File: src/rtl/fcg_pkg.sv
package fcg_pkg;
    localparam int NUM_SRC       = 10;
    localparam int SEL_W         = 4;
    localparam int CTRL_W        = 8;
    localparam int DIV_W         = 32;
    localparam int INT_LSB       = 12;
    localparam int CTRL_EN_BIT   = 4;
    localparam int CTRL_BUSY_BIT = 7;
endpackage

File: src/rtl/fcg_src_pick.sv
module fcg_src_pick
    import fcg_pkg::*;
#(
    parameter logic [NUM_SRC-1:0] GND_MASK = '0
) (
    input  logic [NUM_SRC-1:0] src_stb,
    input  logic [SEL_W-1:0]   sel,
    output logic               stb
);
    localparam int EXT = 1 << SEL_W;

    logic [NUM_SRC-1:0] live;
    logic [EXT-1:0]     live_ext;

    // slot 0 is always ground; others may be forced to ground by the mask
    for (genvar i = 0; i < NUM_SRC; i++) begin : g_slot
        if (i == 0) begin : g_gnd
            assign live[i] = 1'b0;
        end else begin : g_live
            assign live[i] = src_stb[i] & ~GND_MASK[i];
        end
    end

    wire unused_slot0 = src_stb[0];

    always_comb begin
        live_ext = EXT'(live);
        stb      = live_ext[sel];
    end
endmodule

File: src/rtl/fcg_accum.sv
module fcg_accum #(
    parameter int INT_W  = 4,
    parameter int FRAC_W = 4
) (
    input  logic                    clk,
    input  logic                    rst_n,
    input  logic                    clr,
    input  logic                    stb_in,
    input  logic [INT_W+FRAC_W-1:0] div,
    output logic                    stb_out
);
    localparam int DW   = INT_W + FRAC_W;
    localparam int AW   = DW + 1;
    localparam int STEP = 1 << FRAC_W;

    typedef struct packed {
        logic [AW-1:0] acc;
        logic          out;
    } acc_t;

    acc_t st_d, st_q;
    logic [AW-1:0] sum, div_x;

    always_comb begin
        st_d     = st_q;
        st_d.out = 1'b0;
        div_x    = AW'(div);
        sum      = st_q.acc + AW'(STEP);
        if (clr) begin
            st_d.acc = '0;
        end else if (stb_in && div != '0) begin
            if (div_x <= AW'(STEP)) begin
                st_d.out = 1'b1;
                st_d.acc = '0;
            end else if (sum >= div_x) begin
                st_d.out = 1'b1;
                st_d.acc = sum - div_x;
            end else begin
                st_d.acc = sum;
            end
        end
    end

    always_ff @(posedge clk or negedge rst_n) begin
        if (!rst_n) st_q <= '0;
        else        st_q <= st_d;
    end

    assign stb_out = st_q.out;

    assert_acc_below_div_R6: assert property (@(posedge clk) disable iff (!rst_n)
        (div != '0) |-> (st_q.acc < AW'(div)));
    assert_zero_div_silent_R8: assert property (@(posedge clk) disable iff (!rst_n)
        (div == '0) |=> !stb_out);
    assert_out_needs_strobe_R6: assert property (@(posedge clk) disable iff (!rst_n)
        stb_out |-> $past(stb_in));
endmodule

File: src/rtl/frac_clk_gen.sv
module frac_clk_gen
    import fcg_pkg::*;
#(
    parameter int                 INT_W    = 4,
    parameter int                 FRAC_W   = 4,
    parameter logic [NUM_SRC-1:0] GND_MASK = '0
) (
    input  logic               clk,
    input  logic               rst_n,
    input  logic [NUM_SRC-1:0] src_stb,
    input  logic               ctrl_we,
    input  logic [CTRL_W-1:0]  ctrl_wdata,
    input  logic               div_we,
    input  logic [DIV_W-1:0]   div_wdata,
    output logic               stb_o,
    output logic               busy_o,
    output logic [CTRL_W-1:0]  ctrl_rd_o
);
    localparam int DW  = INT_W + FRAC_W;
    localparam int DWQ = (DW > 0) ? DW : 1;
    localparam int LO  = INT_LSB - FRAC_W;

    typedef struct packed {
        logic [SEL_W-1:0] src;
        logic             en;
        logic [DWQ-1:0]   div;
    } cfg_t;

    cfg_t cfg_d, cfg_q;
    logic [DWQ-1:0] div_ext;
    logic sel_stb, gated, clr;

    if (DW > 0) begin : g_ext
        assign div_ext = div_wdata[LO +: DWQ];
    end else begin : g_noext
        assign div_ext = 1'b0;
    end

    always_comb begin
        cfg_d = cfg_q;
        if (ctrl_we) begin
            cfg_d.src = ctrl_wdata[SEL_W-1:0];
            cfg_d.en  = ctrl_wdata[CTRL_EN_BIT];
        end
        if (div_we) cfg_d.div = div_ext;
    end

    always_ff @(posedge clk or negedge rst_n) begin
        if (!rst_n) cfg_q <= '0;
        else        cfg_q <= cfg_d;
    end

    fcg_src_pick #(.GND_MASK(GND_MASK)) u_pick (
        .src_stb (src_stb),
        .sel     (cfg_q.src),
        .stb     (sel_stb)
    );

    assign clr   = ctrl_we | div_we;
    assign gated = sel_stb & cfg_q.en & ~clr;

    if (DW == 0) begin : g_bypass
        logic byp_d, byp_q;
        always_comb byp_d = gated;
        always_ff @(posedge clk or negedge rst_n) begin
            if (!rst_n) byp_q <= 1'b0;
            else        byp_q <= byp_d;
        end
        assign stb_o = byp_q;
    end else begin : g_frac
        fcg_accum #(.INT_W(INT_W), .FRAC_W(FRAC_W)) u_acc (
            .clk     (clk),
            .rst_n   (rst_n),
            .clr     (clr),
            .stb_in  (gated),
            .div     (cfg_q.div[DWQ-1:0]),
            .stb_out (stb_o)
        );
    end

    wire unused_bits = ^{div_wdata, ctrl_wdata[CTRL_W-1:CTRL_EN_BIT+1], cfg_q.div};

    assign busy_o    = cfg_q.en;
    assign ctrl_rd_o = {cfg_q.en, {(CTRL_W-SEL_W-2){1'b0}}, cfg_q.en, cfg_q.src};

    assert_busy_follows_write_R4: assert property (@(posedge clk) disable iff (!rst_n)
        $past(ctrl_we) |-> (busy_o == $past(ctrl_wdata[CTRL_EN_BIT])));
    assert_disabled_silent_R3: assert property (@(posedge clk) disable iff (!rst_n)
        !busy_o |=> !stb_o);
    assert_ground_slot_R2: assert property (@(posedge clk) disable iff (!rst_n)
        (ctrl_rd_o[SEL_W-1:0] == '0) |=> !stb_o);
endmodule

File: config.mk
export PLATFORM = sky130hd
export DESIGN_NAME = frac_clk_gen
export DESIGN_NICKNAME = d
export VERILOG_FILES = /design/src/rtl/fcg_pkg.sv /design/src/rtl/fcg_src_pick.sv /design/src/rtl/fcg_accum.sv /design/src/rtl/frac_clk_gen.sv
export SDC_FILE = /design/constraint.sdc
export NUM_CORES = 1
export LEC_CHECK = 0
export CELL_PAD_IN_SITES_DETAIL_PLACEMENT = 1
export CELL_PAD_IN_SITES_GLOBAL_PLACEMENT = 1
export CORE_MARGIN = 1.5
export CORE_UTILIZATION = 47
export DETAILED_ROUTE_END_ITERATION = 7
export DONT_BUFFER_PORTS = 1
export PLACE_DENSITY_LB_ADDON = 0.1
export SETUP_SLACK_MARGIN = 0.5
export SYNTH_ARGS = -nofsm -noshare
export SYNTH_HDL_FRONTEND = slang
export SYNTH_HIERARCHICAL = 1
export SYNTH_SLANG_ARGS = --single-unit
File: constraint.sdc
create_clock -name clk -period 3.35 [get_ports clk]
set_input_delay 0.335 -clock clk [delete_from_list [all_inputs] [get_ports clk]]
set_output_delay 0.335 -clock clk [all_outputs]
set_load 0.01 [all_outputs]
## Yosys cells after proc, flatten, opt, wreduce, memory -nomap -nowiden

Index checks and enable logic that the tools add are counted.

| word-level totals | value |
|---|---|
| bits of input ports | 54 |
| output and inout bits | 10 |
| word-level logic and storage cells | 25 |
| register bits | 23 |

| cells by class | value |
|---|---|
| add/subtract/negate cells | 2 |
| bitwise operators | 4 |
| muxes and demuxes | 8 |
| magnitude comparators | 3 |
| reduce and logical (&&, ||, !) cells | 3 |

Operators by type and width:

| operator | count |
|---|---|
| 10-bit two-way mux | 2 |
| 9-bit two-way mux | 2 |
| 9-bit by 5-bit adder with 9-bit output, second input constant | 1 |
| 9-bit by 8-bit greater-or-equal comparator with 1-bit output | 1 |
| 9-bit by 8-bit subtractor with 9-bit output | 1 |
| 8-bit by 5-bit less-or-equal comparator with 1-bit output, second input constant | 1 |
| 8-bit nonzero test | 1 |
| 4-bit by 5-bit < comparator with 1-bit output, second input constant | 1 |
| 1-bit binary-select mux with 4-bit select | 1 |
| 1-bit two-way mux | 3 |
| 1-bit bitwise AND | 2 |
| 2-bit nonzero test | 1 |
| 1-bit logical AND | 1 |
| 1-bit inverter | 1 |
| 1-bit OR | 1 |

## Logic depth before layout (Yosys ltp)

| depth | value |
|---|---|
| depth after elaboration | 7 |
| mapped depth | 10 |

## Cells and area by module

The synthesis kept the hierarchy.

Modules (own cells, without submodules):

| module | instances | cells each | area an instance (µm²) |
|---|---|---|---|
| fcg_accum | 1 | 106 | 945.9 |
| frac_clk_gen | 1 | 39 | 625.6 |
| fcg_src_pick | 1 | 11 | 108.9 |

## Worst setup path after synthesis

No wires, ideal clock.

| timing | value |
|---|---|
| kind | register to register |
| start | register g_frac.u_acc/st_q[5] (netlist bit) |
| end | register g_frac.u_acc/st_q[2] (netlist bit) |
| data required time | 3.229 ns |
| setup time | 0.121 ns |
| clock period less this slack | 2.372 ns |
| setup slack | 0.978 ns |
| data arrival time | 2.251 ns |
| cell stages (with the launch flop) | 10 |
| path through | dfrtp_1 > ha_1 > xor2_1 > ha_1 > a21o_1 > a21oi_1 > nand2_1 > nor2_2 > nor2_1 > a22o_2 |

| between the ends | value |
|---|---|
| word-level cells in the longest chain between the ends | 6 |

RTL lines:

| what | RTL line | text |
|---|---|---|
| start, declared | fcg_accum.sv:21 | `acc_t st_d, st_q;` |
| start signal, assigned | fcg_accum.sv:46 | `else st_q <= st_d;` |
| 9-bit by 5-bit adder with 9-bit output | fcg_accum.sv:28 | `sum = st_q.acc + AW'(STEP);` |
| 9-bit by 8-bit greater-or-equal comparator with 1-bit output | fcg_accum.sv:35 | `end else if (sum >= div_x) begin` |
| 9-bit two-way mux | fcg_accum.sv:35 |  |
| 10-bit two-way mux | fcg_accum.sv:32 | `if (div_x <= AW'(STEP)) begin` |
| 10-bit two-way mux | fcg_accum.sv:31 | `end else if (stb_in && div != '0) begin` |
| 9-bit two-way mux | fcg_accum.sv:29 | `if (clr) begin` |

Every way passes these cells. The select of a mux whose other input is x is not followed.
A chain may end at the register's enable or synchronous reset.

## Worst setup path in the final report

Ends and elaborated chain as after synthesis.

==> impl_metrics.env <==
export IMPL_cts_buffers=3
export IMPL_p_per_area_mw_per_mm2=345
export IMPL_synth_top_family_by_area="compound AO/OA/AOI/OAI gates"
export IMPL_synth_simple_area_share_pct=13.4
export IMPL_vias=1168
export IMPL_synth_cell_types=53
export IMPL_ys_warn_count=6
export IMPL_drc=0
export IMPL_synthFlopType="dfrtp_1"
export IMPL_final_core_util_pct=50.2
export IMPL_synth_fa_ha_area_share_pct=7.89
export IMPL_synth_compound_area_share_pct=17.3
export IMPL_n_antenna_cell=0
export IMPL_hold_viol_final=0
export IMPL_syn_avg_cell_area_sq_um=10.8
export IMPL_synthXorXnorAreaFrac_pct=3.65
export IMPL_layout_min_cycle_time_ns=2.57
export IMPL_synthTopCellsByCount="23 x dfrtp_1, 13 x mux2_4, 10 x inv_1, 9 x ha_1, 8 x buf_4"
export IMPL_antenna_found_initial=0
export IMPL_area_delta_synth_final_pct=1.19
export IMPL_worst_slew_pin_slew_ns=1.06
export IMPL_clock_path_buffers=2
export IMPL_num_io_pins=64
export IMPL_leakage_nw=0.814
export IMPL_die_h_um=62.8
export IMPL_reg2reg_setup_slack_ns=0.78
export IMPL_grt_pass1_wl_mm=6.10
export IMPL_synth_top_area_cell="dfrtp_1"
export IMPL_grt_overflow_total=0
export IMPL_slew_headroom_pct=29.4
export IMPL_start_util_pct=49.6
export IMPL_totalWireLength_mm=3.50
export IMPL_dieArea_sq_mm=0.00394
export IMPL_synthCells=156
export IMPL_syn_cell_area_sq_mm=0.00168
export IMPL_dp_cells=193
export IMPL_drt_first_pass_iters=4
export IMPL_hp_class="in2reg"
export IMPL_maxCapViolCount=0
export IMPL_grt_pass1_vias=1282
export IMPL_synthTopCellsByArea="dfrtp_1 34%, mux2_4 12%, ha_1 6.7%, buf_4 3.6%, a21o_1 2.2%"
export IMPL_cp_end_kind="flip-flop"
export IMPL_finalSetupViolations=0
export IMPL_wl_per_cell_um=17.7
export IMPL_io_buffers=0
export IMPL_drtAntennaViolNets=0
export IMPL_fillCellCount=376
export IMPL_cts_tree="done"
export IMPL_postLayoutCellArea_sq_mm=0.00170
export IMPL_coreArea_sq_mm=0.00339
export IMPL_cts_root_buf="clkbuf_4"
export IMPL_slowest_stage="dfrtp_1"
export IMPL_insertion_delay_ns=0.31
export IMPL_clock_skew_ns=0.00881
export IMPL_cp_arrival_ns=2.78
export IMPL_vias_per_cell=5.90
export IMPL_die_w_um=62.8
export IMPL_outcome="finished, final reports clean"
export IMPL_worstSetupStartpoint="g_frac.u_acc/st_q[5]"
export IMPL_cts_sinks=23
export IMPL_max_freq_ghz=0.389
export IMPL_cpPeakStageDelay_ns=0.46
export IMPL_synth_edf_count=0
export IMPL_synth_top_area_share_pct=34.3
export IMPL_rsz0062_at_grt="false"
export IMPL_reg2reg_from="g_frac.u_acc/st_q[5]"
export IMPL_drive_gt1_share_pct=19.7
export IMPL_rows=21
export IMPL_crit_end="g_frac.u_acc/st_q[2]"
export IMPL_gp_congestion=0.799
export IMPL_fin_crit_sh_pct=76.7
export IMPL_cp_start_kind="flip-flop"
export IMPL_setup_tns_ns=0
export IMPL_cp_common_cell="ha_1"
export IMPL_path_clk_slew_ns=0.13
export IMPL_layout_cells_non_filler=198
export IMPL_critical_path_max_fanout=10
export IMPL_final_max_slew_violation_count=0
export IMPL_rr_endpoint="g_frac.u_acc/st_q[2]"
export IMPL_grt_usage_pct=19.5
export IMPL_r2r_cells=9
export IMPL_yosys_mux_area_fraction_pct=16.1
export IMPL_hpwl_mm=2.72
export IMPL_total_power_mw=0.586
export IMPL_vdd_drop_max_mv=0.157
export IMPL_cts_setup_buffers=0
export IMPL_ys_seq_area_share_pct=34.3
export IMPL_synth_seq_cells=23
export IMPL_grt_max_degree=24
export IMPL_nets=217
export IMPL_h_tree_depth=1
export IMPL_crit_chain="ha_1, xor2_1, ha_1, a21o_1, a21oi_1, nand2_1, nor2_4, nor2_1, a22o_2"
export IMPL_yosysMostFrequentCell="dfrtp_1"
export IMPL_crit_type="reg2reg"
export IMPL_place_area_sq_mm=0.00166
export IMPL_worstPathRequired_ns=3.56
export IMPL_synthArstFlopShare_pct=100
export IMPL_first_iter_violations=71
[power by group]
group	switching [mW]	internal, mW	total [mW]
combinational	0.0662	0.0713	0.137
clock	0.0849	0.0465	0.131
sequential	0.0236	0.294	0.317
total	0.175	0.411	0.586
[critical path: cells and delay by family, from the launching register on]
kind                       cells  cell delay (ns)
AOI/OAI and AO/OA              3             0.65
xor gates and xnor gates       1             0.16
adders and majority gates      2             0.64
DFF                            1             0.46
and+or+nand+nor                3             0.56
[registers in the layout, indices dropped and copies added, names as in the netlist]
register	flops
ctrl_rd_o	4
cfg_q	8
g_frac.u_acc/stb_out	1
busy_o	1
g_frac.u_acc/st_q	9
[cell type report]
type	count	area (sq um)	area share, %
multi-input combinational	114	993	58.4
sequential	23	576	33.8
tap	46	57.6	3.38
inverter	10	37.5	2.21
clock buffer	4	26.3	1.55
timing repair buffer	1	10.0	0.589
[layout by cell type, fill, tap and decap left out, types with 3 or more instances in the layout]
cell type / Yosys / final
mux2i_1: 3 / 3
a21o_1: 5 / 5
nand3b_1: 3 / 3
ha_1: 9 / 9
inv_1: 10 / 10
dfrtp_1: 23 / 23
a21oi_1: 5 / 5
xnor2_1: 3 / 3
nand2_1: 6 / 6
clkbuf_4: 0 / 3
nor2_1: 5 / 5
xor2_1: 4 / 4
mux2_4: 13 / 13
o21ai_0: 7 / 7
nand3_1: 5 / 5
[worst min-delay path by stage]
stage | slack [ns] | end | cells past startpoint | start
after floorplan | 0.04 | busy_o | 0 | rst_n
after global placement | 0.04 | ctrl_rd_o[3] | 0 | rst_n
after detailed placement | 0.04 | ctrl_rd_o[3] | 0 | rst_n
after CTS | 0.14 | ctrl_rd_o[1] | 1 | ctrl_wdata[1]
after global routing | 0.12 | ctrl_rd_o[1] | 1 | ctrl_wdata[1]
final | 0.15 | ctrl_rd_o[1] | 1 | ctrl_wdata[1]
[what timing repair did]
| action | in CTS | in global routing |
|---|---|---|
| setup endpoints to repair | 0 | 4 |
| gates resized for setup | 0 | 1 |
| endpoints found under the hold margin | 23 | 0 |
| hold buffers | 1 | 0 |
[metrics by stage]
step,worst slack (ns),hold slack (ns)
after global routing,0.580,0.119
after floorplan,0.978,0.0394
after CTS,0.598,0.143
after detailed placement,0.637,0.0399
after global placement,0.679,0.0399
final,0.780,0.152
[cells by family (layout without fill, tap and decap cells)]
kind of cell | after synthesis | in the layout
mux | 19 | 19
simple gates | 38 | 38
buf+inv | 20 | 15
xor+xnor | 7 | 7
compound gates | 38 | 38
fa+ha+maj | 10 | 10
other cells | 1 | 2
flops | 23 | 23
[metal layers]
| layer | part of all wire [%] | vias up | global-route usage (%) |
|---|---|---|---|
| met3 | 4.0 | 4 | 5.23 |
| met2 | 51 | 28 | 35.1 |
| met4 | 1.1 | 0 | 4.44 |
| li1 | - | 553 | - |
| met5 | 0 | - | 0 |
| met1 | 44 | 583 | 23.0 |
No activity file was read; power rests on OpenSTA's default activity.
